### src/rtl/adc_result_pkg.sv
package adc_result_pkg;
    typedef enum logic {
        S_OPEN = 1'b0,
        S_HELD = 1'b1
    } lock_state_e;
endpackage

### src/rtl/adc_lock_ctl.sv
module adc_lock_ctl
    import adc_result_pkg::*;
(
    input  logic clk,
    input  logic rst_n,
    input  logic conv_done,
    input  logic rd_lo,
    input  logic rd_hi,
    output logic store_we,
    output logic locked
);
    lock_state_e state_q, state_d;

    // next-state logic
    always_comb begin
        state_d = state_q;
        unique case (state_q)
            S_OPEN: if (rd_lo && !rd_hi) state_d = S_HELD;   // LOCK_ON_LOW_READ
            S_HELD: if (rd_hi)           state_d = S_OPEN;   // RELEASE_ON_HIGH_READ
            default:                     state_d = S_OPEN;
        endcase
    end

    // state register
    always_ff @(posedge clk or negedge rst_n) begin
        if (!rst_n) state_q <= S_OPEN;
        else        state_q <= state_d;
    end

    // outputs
    always_comb begin
        store_we = 1'b0;
        locked   = 1'b0;
        unique case (state_q)
            S_OPEN: store_we = conv_done;
            S_HELD: locked   = 1'b1;
            default: ;
        endcase
    end

    AST_LOW_READ_LOCKS: assert property (@(posedge clk) disable iff (!rst_n)
        (rd_lo && !rd_hi) |=> locked);
    AST_HIGH_READ_RELEASES: assert property (@(posedge clk) disable iff (!rst_n)
        rd_hi |=> !locked);
    AST_HELD_BLOCKS_WRITE: assert property (@(posedge clk) disable iff (!rst_n)
        locked |-> !store_we);
endmodule

### src/rtl/adc_byte_fmt.sv
module adc_byte_fmt #(
    parameter int RES_W  = 10,
    parameter int BYTE_W = 8
) (
    input  logic [RES_W-1:0]  res,
    input  logic              left_just,
    output logic [BYTE_W-1:0] lo_byte,
    output logic [BYTE_W-1:0] hi_byte
);
    localparam int PAIR_W = 2 * BYTE_W;
    localparam int PAD_W  = PAIR_W - RES_W;

    logic [PAIR_W-1:0] pair_r, pair_l, pair;

    assign pair_r = {{PAD_W{1'b0}}, res};
    assign pair_l = {res, {PAD_W{1'b0}}};

    always_comb begin
        pair    = left_just ? pair_l : pair_r;
        lo_byte = pair[BYTE_W-1:0];
        hi_byte = pair[PAIR_W-1:BYTE_W];
    end
endmodule

### src/rtl/adc_result_latch.sv
module adc_result_latch #(
    parameter int RES_W  = 10,
    parameter int BYTE_W = 8
) (
    input  logic              clk,
    input  logic              rst_n,
    input  logic              conv_done,
    input  logic [RES_W-1:0]  conv_result,
    input  logic              left_just,
    input  logic              rd_lo,
    input  logic              rd_hi,
    output logic [BYTE_W-1:0] lo_byte,
    output logic [BYTE_W-1:0] hi_byte,
    output logic              done_irq
);
    localparam int PAD_W = 2 * BYTE_W - RES_W;

    logic             store_we;
    logic             locked;
    logic [RES_W-1:0] res_q;

    adc_lock_ctl u_lock (
        .clk      (clk),
        .rst_n    (rst_n),
        .conv_done(conv_done),
        .rd_lo    (rd_lo),
        .rd_hi    (rd_hi),
        .store_we (store_we),
        .locked   (locked)
    );

    always_ff @(posedge clk or negedge rst_n) begin
        if (!rst_n) begin
            res_q    <= '0;
            done_irq <= 1'b0;
        end else begin
            done_irq <= conv_done;
            if (store_we) res_q <= conv_result;
        end
    end

    adc_byte_fmt #(.RES_W(RES_W), .BYTE_W(BYTE_W)) u_fmt (
        .res      (res_q),
        .left_just(left_just),
        .lo_byte  (lo_byte),
        .hi_byte  (hi_byte)
    );

    AST_LOCK_FREEZES: assert property (@(posedge clk) disable iff (!rst_n)
        locked |=> $stable(res_q));
    AST_IRQ_ON_DONE: assert property (@(posedge clk) disable iff (!rst_n)
        conv_done |=> done_irq);
    AST_IRQ_ONLY_DONE: assert property (@(posedge clk) disable iff (!rst_n)
        !conv_done |=> !done_irq);
    AST_OPEN_CAPTURE: assert property (@(posedge clk) disable iff (!rst_n)
        (conv_done && !locked) |=> (res_q == $past(conv_result)));
    AST_PAD_ZERO_R: assert property (@(posedge clk) disable iff (!rst_n)
        !left_just |-> (hi_byte[BYTE_W-1:RES_W-BYTE_W] == '0));
    AST_PAD_ZERO_L: assert property (@(posedge clk) disable iff (!rst_n)
        left_just |-> (lo_byte[PAD_W-1:0] == '0));
endmodule

### config.mk
export PLATFORM = sky130hd
export DESIGN_NAME = adc_result_latch
export DESIGN_NICKNAME = d
export VERILOG_FILES = /design/src/rtl/adc_result_pkg.sv /design/src/rtl/adc_lock_ctl.sv /design/src/rtl/adc_byte_fmt.sv /design/src/rtl/adc_result_latch.sv
export SDC_FILE = /design/constraint.sdc
export NUM_CORES = 1
export LEC_CHECK = 0
export BUFFER_PORTS_ARGS = -buffer_cell sky130_fd_sc_hd__buf_2
export CAP_MARGIN = 20
export CORE_MARGIN = 2
export CORE_UTILIZATION = 25
export CTS_CLUSTER_DIAMETER = 100
export DETAILED_ROUTE_END_ITERATION = 7
export GPL_TIMING_DRIVEN = 0
export PLACE_DENSITY = 0.63
export SETUP_SLACK_MARGIN = 0.15
export SLEW_MARGIN = 30
export SYNTH_ARGS = -nofsm -noshare
export SYNTH_HDL_FRONTEND = slang
export SYNTH_SLANG_ARGS = --single-unit
export TNS_END_PERCENT = 30
### constraint.sdc
create_clock -name clk -period 1.2 [get_ports clk]
set_clock_uncertainty 0.05 [all_clocks]
set_input_delay 0 -clock clk [delete_from_list [all_inputs] [get_ports clk]]
set_output_delay 0 -clock clk [all_outputs]
set_load 0.01 [all_outputs]
==> results.md, run 1 <==
Setup path:
- The worst endpoint data arrival time is 1.29 ns.
- The critical path class is reg -> reg.
- The worst setup path startpoint is u_lock.state_q$_DFF_PN0_.
- Counting cells, the worst reg-to-reg path comes to 3.
- The endpoint of the most critical setup path is res_q[5]$_DFFE_PN0P_.
- The endpoint kind of the worst setup timing path is a flip-flop.
- The worst register-to-register path ends at res_q[5]$_DFFE_PN0P_.
- In this run the worst path has a maximum fanout of 5.
- The minimum setup slack among reg-to-reg paths is 0.01 ns.
- The worst path required time is 1.30 ns.
- STA classifies the critical path startpoint as a flip-flop.
- The startpoint of the worst register-to-register path is u_lock.state_q$_DFF_PN0_.

STA:
- Setup violations remaining at the end of the flow were counted as 0.
- In this run the tightest slew margin relative to its limit is 0.818.
- At the pin with the least slew margin, the transition time is 0.273 ns.
- Setup repair after global routing could not meet its margin everywhere.
- The final worst-path setup slack is 0.0131 ns.
- The minimum clock period after layout is 1.19 ns.
- The share of the clock period used by the worst path is 0.989.
- Setup total negative slack on the finished layout was measured at 0 ns.
- The number of pins exceeding their max-slew limit in the final report came to 0.
- The highest clock frequency the design can meet is 843 MHz.
- The number of hold violations in the final report is 0.

Finish:
- At the end of the flow the core is filled with cells to 0.457.
- 0 antenna diodes ended up in the layout.
- The filler-free cell count of the finished design is 121.
- The area growth from synthesis to layout is 70.2%.
- In the final layout, the share of cells above drive strength 1 is 0.581.
- The number of filler instances in the final layout is 223.
- For this run, the post-layout net count is 111.
- The multi-input combinational cells in the finished layout cover a total of 314 um2.
- Across the whole layout, storage elements account for 300 um2.

Logic synthesis:
- The average instance in the mapped netlist occupies 13.8 um2.
- After synthesis, the largest family of logic cells by area is multiplexers.
- The area fraction in compound gates after synthesis is 0.
- Of the total synthesized cell area, the portion taken by AND, OR, NAND and NOR gates is 0.147.
- Of the total synthesized cell area, the portion taken by XOR and XNOR cells is 0.
- The share of the synthesized area in the top cell type is 0.496.
- Counting every net in the synthesized netlist gives 60.
- For this run, the register share of the synthesized area comes to 0.496.
- By area the synthesized netlist is led by dfrtp_1 (50%), mux2_4 (25%), mux2_2 (7.4%).
- The register bit total from synthesis is 12.
- Summing every instance area after synthesis gives 606 um2.
- Synthesis produced 44 cells.
- The fraction of the mapped netlist area in adder cells is 0.
- The largest total area in the synthesized netlist belongs to dfrtp_1.
- After synthesis, the netlist uses 9 different library cells.
- The mux contribution to synthesized area is 0.322.
- For this run, the number of Yosys warnings is 0.

Floorplanning:
- The effective utilization at floorplan is 0.269.
- The initialized floorplan defines 17 standard-cell rows.
- For this design the top-level I/O count stands at 33.
- The x dimension of the die is 53.2 um.
- The total die area is 2830 um2.
- The region available for standard cell placement spans 2250 um2.
- The chip height is 53.2 um.

Detailed routing:
- The uppermost signal routing layer after detailed routing is met3.
- In the detailed route, the total length drawn on met2 is 804 um.
- The routed via count divided by cell count is 4.26.
- After detailed routing, the average wire length per cell comes to 12.5 um.
- The count of nets left with antenna violations once routing finished came out at 0.
- The number of vias in the routed layout is 516.
- For this block, the routed nets add up to 1510 um of wire.
- For this block, the initial DRC count from the detailed router was 3.
- After detailed routing, the met3 layer carries 77 um of wire.
- The number of iterations in the first detailed-routing pass is 2.
- The number of design rule violations left after detail routing is 0.
- The routed metal-1 wire length is 630 um.

Outcome:
- The flow ran to the end, and the final reports show no timing, DRC or antenna violations.

Power:
- The analysis attributes to cell leakage a power of 0.532 nW.
- Dividing total power by cell area gives a power density of 1110 nW/um2.
- VDD sags by at most 0.554 mV.

Clock network:
- The CTS tree is yes.
- The cell chosen for the clock root is clkbuf_4.
- The number of setup buffers added after CTS is 0.
- CTS built an H-tree with a depth of 1.
- The total CTS buffers is 3.
- The clock drives 12 sinks.
- The maximum clock insertion buffer count is 2.
- The clock-pin slew of the registers on the worst-case setup and hold paths is 0.07 ns.
- Clock latency on the worst-skew pair, taken at its later pin, is 0.26 ns.

GRT:
- Summed over all layers, the global routing overflow is 0.
- The number of global-route vias before repair is 544.
- The total routing usage reported by global routing is 0.119.
- The initial antenna violation count came to 0.
- The maximum number of pins on one net before global-route repair is 13.
- The first global-routing pass estimated 2330 um of wire.

Place:
- The number of buffers inserted by port buffering is 31.
- Timing analysis after detailed placement gives a worst setup slack of 0.0000935 ns.
- Once placement completed, the tool counted placed cells totaling 103.
- The congestion estimate from routability-driven global placement came to 0.676.

Hold path:
- The min-delay analysis places its worst path in the category in -> async.

Run:
- Across the run, the number of max-cap violations was 0.
-- critical path: stages (launching register included) --
cell and delay, ns:
dfrtp_1 0.41, nor2b_4 0.16, buf_6 0.15, mux2_4 0.30
-- how the worst min path moves through the flow --
stage / end / startpoint
4_1_cts: res_q[1]$_DFFE_PN0P_ / rst_n
5_1_grt: res_q[8]$_DFFE_PN0P_ / rst_n
2_1_floorplan: done_irq$_DFF_PN0_ / rst_n
6_report: res_q[1]$_DFFE_PN0P_ / rst_n
3_5_place_dp: res_q[1]$_DFFE_PN0P_ / rst_n
3_3_place_gp: res_q[1]$_DFFE_PN0P_ / rst_n
-- layout make-up --
cell class                      instances  area share
Buffer                                  3      0.0206
Multi-Input combinational cell         29       0.305
Sequential cell                        12       0.291
Clock buffer                            3      0.0218
Timing Repair Buffer                   46       0.328
Tap cell                               28      0.0340
-- synth_stat cells --
library cell,n
nor2_1,2
dfrtp_1,12
buf_2,1
nor2b_1,7
buf_6,1
mux2_4,10
clkbuf_2,1
mux2_2,4
and2_1,6
-- per-stage QoR --
step | hold WS [ns] | instance area, um2 | total power, mW
floorplan | -0.346 | 606 | 0.688
global route | 0.118 | 1030 | 1.22
global placement | -0.152 | 796 | 0.796
finish | 0.0900 | 1030 | 1.14
CTS | 0.0991 | 998 | 1.14
detailed placement | -0.155 | 796 | 0.805
-- cells by family (layout without fill, tap and decap cells) --
kind of cell | count (synthesis) | count (layout)
simple gates | 15 | 15
mux | 14 | 14
flops | 12 | 12
buf+inv | 3 | 52
-- what timing repair did --
action,4_1_cts,5_1_grt
endpoints found under the hold margin,24,0
pin swaps,0,3
hold buffers,14,0
resized for setup,8,8
gates cloned,0,1
setup endpoints to repair,14,18
-- registers in the layout (all words and copies together) (netlist names) --
| register | flops |
|---|---|
| done_irq | 1 |
| res_q | 10 |
| u_lock.state_q | 1 |
-- placed cells by master, fill, tap and decap left out --
master,instances
clkbuf_2,1
nor2_1,2
clkbuf_4,3
mux2_4,14
buf_6,7
and2_1,6
dfrtp_1,12
nor2b_4,2
dlygate4sd3_1,14
nor2b_1,5
buf_2,27
-- layer usage --
layer / global-route usage / vias to the layer above
met2: 0.218 / 17
met1: 0.122 / 256
met3: 0.0367 / 0
met4: 0.0513 / 0
met5: 0 / -
li1: - / 243
-- where the power goes --
part | switching [mW] | internal, mW | total (mW)
combinational | 0.135 | 0.263 | 0.399
clock | 0.127 | 0.116 | 0.243
sequential | 0.0413 | 0.458 | 0.499
total | 0.303 | 0.837 | 1.14
Note: power is estimated with default switching activity, not from simulation.
==> run 2: changes to the inputs <==
--- a/config.mk
+++ b/config.mk
@@ -5,14 +5,14 @@
 export SDC_FILE = /design/constraint.sdc
 export NUM_CORES = 1
 export LEC_CHECK = 0
+export ABC_AREA = 1
 export BUFFER_PORTS_ARGS = -buffer_cell sky130_fd_sc_hd__buf_2
 export CAP_MARGIN = 20
 export CORE_MARGIN = 2
 export CORE_UTILIZATION = 25
-export CTS_CLUSTER_DIAMETER = 100
 export DETAILED_ROUTE_END_ITERATION = 7
 export GPL_TIMING_DRIVEN = 0
-export PLACE_DENSITY = 0.63
+export PLACE_DENSITY = 0.62
 export SETUP_SLACK_MARGIN = 0.15
 export SLEW_MARGIN = 30
 export SYNTH_ARGS = -nofsm -noshare
==> results.md, run 2 <==
Logic synthesis:
- During synthesis, Yosys emitted a total of 0 warnings.
- The count of cell types in the netlist is 9.
- The cell with the most instances after synthesis is nand2_1.
- The synthesized cell area is 621 um2.
- The register bit total from synthesis is 12.
- The main flop type after synthesis is dfrtp_1.
- When the netlist entered floorplanning its net count stood at 98.
- The post-synthesis sequential area ratio is 0.484.
- The synthesized design contains 0 enable-type register cells.
- Of all flip-flops after synthesis, the portion carrying an async set or reset was 1.00.
- dfrtp_1 takes more of the synthesized area than any other cell.
- The post-synthesis area per instance is 7.57 um2.
- Yosys attributes the largest share of cell area to dfrtp_1 (48%), nand2_1 (16%), nand3_1 (8.1%).
- After synthesis, the most frequently instantiated cells are nand2_1 (26), inv_1 (13), dfrtp_1 (12), nor2_1 (12), nand3_1 (10).
- The share of the synthesized area in the top cell type is 0.484.
- Synthesis produced 82 cells.

STA:
- The number of pins exceeding their max-slew limit in the final report is 0.
- The minimum clock period after layout is 1.02 ns.
- The final worst-path setup slack is 0.184 ns.
- Based on the critical path, the design can be clocked at up to 985 MHz.
- The share of the clock period used by the worst path is 0.846.
- The final hold slack is 0.0725 ns.
- The setup TNS is 0 ns.
- Setup violations remaining at the end of the flow were counted as 0.
- The number of hold violations in the final report is 0.
- Measured against its own limit, the worst slew margin works out to 0.820.
- At the pin with the least slew margin, the transition time is 0.270 ns.
- Setup repair after global routing could not meet its margin everywhere.

Run:
- The number of max-capacitance violations reported is 0.

Place:
- The congestion estimate from routability-driven global placement came to 0.734.
- The detailed-placement wirelength estimate is 1130 um.
- The number of buffers inserted by port buffering is 31.
- The post-detailed-placement cell area is 813 um2.
- The worst setup slack before clock tree synthesis is 0.285 ns.

Clock network:
- CTS saw 12 sinks.
- Counting along the longest clock path gives a buffer depth of 2.
- In this run the number of H-tree levels came out at 1.
- The clock latency at the later pin of the worst-skew pair is 0.27 ns.
- The total CTS buffers is 3.
- The tree is rooted in a clkbuf_4.
- After clock tree synthesis, the clock-pin slew on the worst setup and hold paths is 0.08 ns.
- The CTS tree is yes.

Finish:
- The core occupancy in the finished layout is 0.420.
- The antenna diode count is 0.
- Relative to the synthesized area, the layout overhead comes to 63.1%.
- The commonest non-fill, non-tap cell in the layout is buf_2.
- In the layout the commonest cells are buf_2 (31), nand2_1 (26), dlygate4sd3_1 (14).
- The net count of the finished layout is 150.
- The final standard cell area without fillers is 1010 um2.
- The flip-flop count of the largest register after layout is 10.
- res_q holds more flip-flops than any other register.
- Of the cells placed in the final design, the portion with a size suffix greater than 1 is 0.383.
- In the final layout, the registers with the most flip-flops are res_q x10, done_irq x1, u_lock.state_q x1.

Detailed routing:
- For this block, the initial DRC count from the detailed router was 4.
- The wire length per cell after detailed routing is 9.30 um.
- The first detailed-routing pass took 4 iterations.
- The routed via count divided by cell count is 4.12.
- For this block, the routed nets add up to 1520 um of wire.
- The number of design rule violations left after detail routing is 0.
- The number of antenna-violating nets in the routed design is 0.
- The number of vias in the routed layout is 671.

GRT:
- The number of global-route vias before repair is 641.
- The maximum number of pins on one net before global-route repair is 13.
- The initial antenna violation count came to 0.
- The global-route congestion overflow total is 0.
- The first global-routing pass estimated 2510 um of wire.
- The total routing usage reported by global routing is 0.118.

Power:
- Summed over all cells, the static leakage comes to 0.599 nW.
- The highest ir drop seen on vdd is 0.602 mV.
- For this design the ratio of total power to cell area is 1110 nW/um2.

Setup path:
- STA classifies the critical path startpoint as a flip-flop.
- Of all nets on the critical path, the largest fanout is 3.
- The critical path class is reg -> out.
- The worst endpoint data arrival time is 0.97 ns.
- The worst path required time is 1.15 ns.
- The worst register-to-register path has a setup slack of 0.29 ns.
- The endpoint kind of the worst setup timing path is an output port.

Outcome:
- The run finished with clean final reports.

Floorplanning:
- The total die area is 2900 um2.
- The initial utilization of the core area, before any placement, comes to 0.258.
- The top-level port count is 33.
- The chip height is 53.8 um.
- The floorplan core area is 2410 um2.
- The number of placement rows is 18.
- From left edge to right edge, the die measures 53.8 um.

Hold path:
- The tightest min-delay check is of the in -> async type.
==> run 2: cell count changes after synthesis <==
cell      before  now
nor2b_1        7    0
nand2_2        0    1
nand3_1        0   10
clkbuf_2       1    0
a21oi_2        0    4
buf_2          1    0
and2_1         6    0
mux2_2         4    0
nand2_1        0   26
inv_1          0   13
buf_4          0    2
nor2_1         2   12
buf_6          1    2
mux2_4        10    0
==> run 2: path summary, 6_finish.rpt <==
path | endpoint | start | cells after the start
max in group asynchronous | res_q[7]$_DFFE_PN0P_ | rst_n | 2
min in group clk | hi_byte[1] | left_just | 3
hold / removal | res_q[2]$_DFFE_PN0P_ | rst_n | 2
setup / recovery | lo_byte[6] | res_q[6]$_DFFE_PN0P_ | 3
hold reg to reg | res_q[2]$_DFFE_PN0P_ | res_q[2]$_DFFE_PN0P_ | 2
setup reg to reg | res_q[1]$_DFFE_PN0P_ | u_lock.state_q$_DFF_PN0_ | 4
==> run 2: final cells by class <==
cell class	count	area, um2
multi-input cells	53	241
inverters	13	48.8
repair buffers	47	310
clock buffers	4	36.3
flip-flops and latches	12	300
plain buffers	4	37.5
well taps	30	37.5
fillers	249	1400
==> run 2: repair_timing <==
action                                  4_1_cts  5_1_grt
gates resized for setup                       0        5
buffers inserted                              0        2
hold buffers                                 14        0
endpoints found under the setup margin        0        5
hold endpoints to repair                     24        0
==> run 2: worst max-delay path, cell delays in order (launching register included) <==
cell and delay, ns:
dfrtp_1 0.40, nor2_1 0.12, a21oi_2 0.04, buf_2 0.13
==> run 2: cell families (layout without fill, tap and decap cells) <==
group,Yosys count,after routing,share of synthesized area
simple gates,49,49,0.321
buf+inv,17,68,0.139
flops,12,12,0.484
compound gates,4,4,0.0564
==> run 2: routing by layer <==
metal	part of all wire	global-route usage	vias up
met2	0.52	0.224	21
met5	0	0	-
met3	0.051	0.0194	0
met4	0	0.0513	0
met1	0.43	0.125	303
li1	-	-	347
==> run 2: stage by stage <==
step                cells  power, mW
CTS                   161       1.11
global route          163       1.19
floorplan              82      0.646
global placement      143      0.749
detailed placement    143      0.757
finish                163       1.12
==> run 2: power by group <==
group          total [mW]  internal (mW)  switching, mW
Clock               0.322          0.184          0.137
Combinational       0.311          0.153          0.158
Sequential          0.488          0.452         0.0355
Total                1.12          0.790          0.331
==> run 3: changes to the inputs <==
==> constraint.sdc (replaced) <==
create_clock -name clk -period 0.8 [get_ports clk]
set_clock_uncertainty 0.05 [all_clocks]
set_input_delay 0 -clock clk [delete_from_list [all_inputs] [get_ports clk]]
set_output_delay 0 -clock clk [all_outputs]
set_load 0.01 [all_outputs]
==> results.md, run 3 (synthesized netlist as in run 2, its figures left out) <==
Clock network:
- TritonCTS built the clock tree.
- Hold repair after CTS inserted 13 buffers.
- The clock reaches the later pin of the worst-skew pair after 0.27 ns.
- Clock-pin slew was measured on the worst setup and hold paths at 0.07 ns.
- CTS saw 12 sinks.
- CTS built an H-tree with a depth of 1.
- The maximum clock insertion buffer count is 2.
- The total CTS buffers is 3.
- The cell chosen for the clock root is clkbuf_4.

Detailed routing:
- The routed via count divided by cell count is 4.16.
- The routed design has 1580 um of wire.
- Once detail routing completed, the nets flagged for antenna violations numbered 0.
- The number of vias in the routed layout is 682.
- The number of design rule violations left after detail routing is 0.
- After the first detailed-routing iteration, the DRC count stood at 11.
- The number of iterations in the first detailed-routing pass is 4.
- After detailed routing, the average wire length per cell comes to 9.62 um.

Finish:
- The largest registers in the layout are res_q x10, done_irq x1, u_lock.state_q x1.
- Counting flops per register, the top entry is res_q.
- The commonest non-fill, non-tap cell in the layout is buf_2.
- The share of layout cells above drive strength 1 is 0.440.
- The register with the most flip-flops in the layout has 10 of them.
- Compared with the post-synthesis result, the final layout area differs by 67.3%.
- The antenna diode count is 0.
- The final layout contains 151 nets.
- Leaving out fill and tap cells, the most frequent cells in the layout are buf_2 (30), nand2_1 (26), dlygate4sd3_1 (13).

Setup path:
- STA classifies the critical path startpoint as a flip-flop.
- In this run the worst path has a maximum fanout of 3.
- STA classifies the critical path endpoint as an output port.
- STA puts the critical path data arrival time at 0.96 ns.
- The setup path with the least slack is of type reg -> out.
- The worst path required time is 0.75 ns.

STA:
- Dividing the final minimum period by the clock period gives 1.27.
- The worst max-slew margin expressed relative to the limit is 0.822.
- The tightest hold path in the finished design has a slack of -0.0632 ns.
- The number of pins exceeding their max-slew limit in the final report is 0.
- Setup violations remaining at the end of the flow were counted as 27.
- Setup repair after global routing could not meet its margin everywhere.
- The highest clock frequency the design can meet is 988 MHz.
- The number of hold violations in the final report is 1.
- The minimum clock period after layout is 1.01 ns.
- The setup TNS is -3.15 ns.
- At the pin with the least slew margin, the transition time is 0.267 ns.
- In the post-route analysis, the smallest setup slack over all paths is -0.212 ns.

Power:
- The highest ir drop seen on vdd is 0.913 mV.
- The proportion of power drawn by the clock network is 0.275.
- Of the total power, registers draw 0.430.
- The switching portion of total power is 0.295.
- The power per cell area is 1650 nW/um2.
- Of the total power, combinational logic draws 0.295.
- For this design the total switching power over the nets is 505 uW.
- Cell internal power was estimated by the tool at 1.21 mW.
- Summed over all cells, the static leakage comes to 0.609 nW.

GRT:
- The number of global-route vias before repair was 634.
- The first global-routing pass estimated 2500 um of wire.
- The initial antenna violation count is 0.
- After global routing the overflow that remains totals 0.
- For this run, the total global-route usage over all layers was measured as 0.119.
- Entering global routing, the biggest net connects 13 pins.

Outcome:
- The checks that failed: negative hold slack, negative setup slack.
- The run finished, with violations left.

Floorplanning:
- The floorplan core area is 2410 um2.
- The effective utilization at floorplan is 0.258.
- After floorplanning, the core was divided into 18 placement rows.
- The x dimension of the die is 53.8 um.
- The die is 53.8 um tall.
- The die covers 2900 um2.
- The top-level port count is 33.

Place:
- The placer's final routability congestion estimate is 0.727.
- The worst setup slack before clock tree synthesis is -0.0545 ns.
- The number of buffers inserted by port buffering is 31.

Hold path:
- In this run the worst hold path is classified as in -> reg.

Run:
- The number of max-capacitance violations reported is 0.
==> run 3: cell types whose count changed in the layout (fill, tap and decap cells not counted), sizes merged <==
cell and change:
buf +2, dlygate4sd3 -1
==> run 3: path summary, 6_finish.rpt <==
| kind | start | depth (start not counted) | slack, ns | end |
|---|---|---|---|---|
| max | res_q[7]$_DFFE_PN0P_ | 3 | -0.21 | lo_byte[7] |
| min | conv_result[9] | 3 | -0.06 | res_q[9]$_DFFE_PN0P_ |
| max reg2reg | u_lock.state_q$_DFF_PN0_ | 4 | -0.06 | res_q[9]$_DFFE_PN0P_ |
| min reg2reg | res_q[3]$_DFFE_PN0P_ | 2 | 0.45 | res_q[3]$_DFFE_PN0P_ |
| max in group asynchronous | rst_n | 2 | 0.42 | res_q[8]$_DFFE_PN0P_ |
| min in group asynchronous | rst_n | 2 | 0.07 | done_irq$_DFF_PN0_ |
==> run 3: final cells by class <==
type | count | area (um2)
plain buffers | 4 | 37.5
clock buffers | 4 | 36.3
fillers | 224 | 1370
inverters | 13 | 48.8
multi-input cells | 53 | 256
flip-flops and latches | 12 | 300
well taps | 30 | 37.5
repair buffers | 48 | 322
==> run 3: metrics by stage <==
step	hold slack, ns	area, um2	instances	power (mW)	util
final	-0.0632	1040	164	1.71	0.431
after global routing	-0.0739	1040	164	1.83	0.431
after CTS	-0.0800	1010	163	1.71	0.418
after detailed placement	-0.162	818	143	1.14	0.340
after global placement	-0.161	818	143	1.13	0.340
after floorplan	-0.346	626	82	0.974	-
==> run 3: metal layers <==
| metal | wire (um) | vias to the layer above | part of all wire | global-route usage |
|---|---|---|---|---|
| met5 | 0 | - | 0 | 0 |
| li1 | - | 349 | - | - |
| met4 | 5 | 0 | 0.0032 | 0.0513 |
| met2 | 801 | 23 | 0.51 | 0.224 |
| met3 | 82 | 2 | 0.052 | 0.0194 |
| met1 | 688 | 308 | 0.44 | 0.130 |
==> run 3: repair_timing <==
item / in CTS / in global routing
resized for setup: 4 / 7
setup buffers: 3 / 1
hold endpoints to repair: 24 / 1
pin swaps: 5 / 3
endpoints found under the setup margin: 28 / 28
==> run 3: power groups by stage <==
| stage | clock network, mW | registers (mW) | logic (mW) |
|---|---|---|---|
| 2_1_floorplan | 0 | 0.727 | 0.247 |
| 3_3_place_gp | 0 | 0.735 | 0.395 |
| 3_5_place_dp | 0 | 0.739 | 0.404 |
| 4_1_cts | 0.493 | 0.730 | 0.484 |
| 5_1_grt | 0.516 | 0.746 | 0.565 |
| 6_report | 0.471 | 0.736 | 0.505 |
==> run 3: critical path, stage by stage, from the launching register on <==
cell	delay (ns)
dfrtp_1	0.42
nor2_2	0.11
a21oi_2	0.04
buf_2	0.14
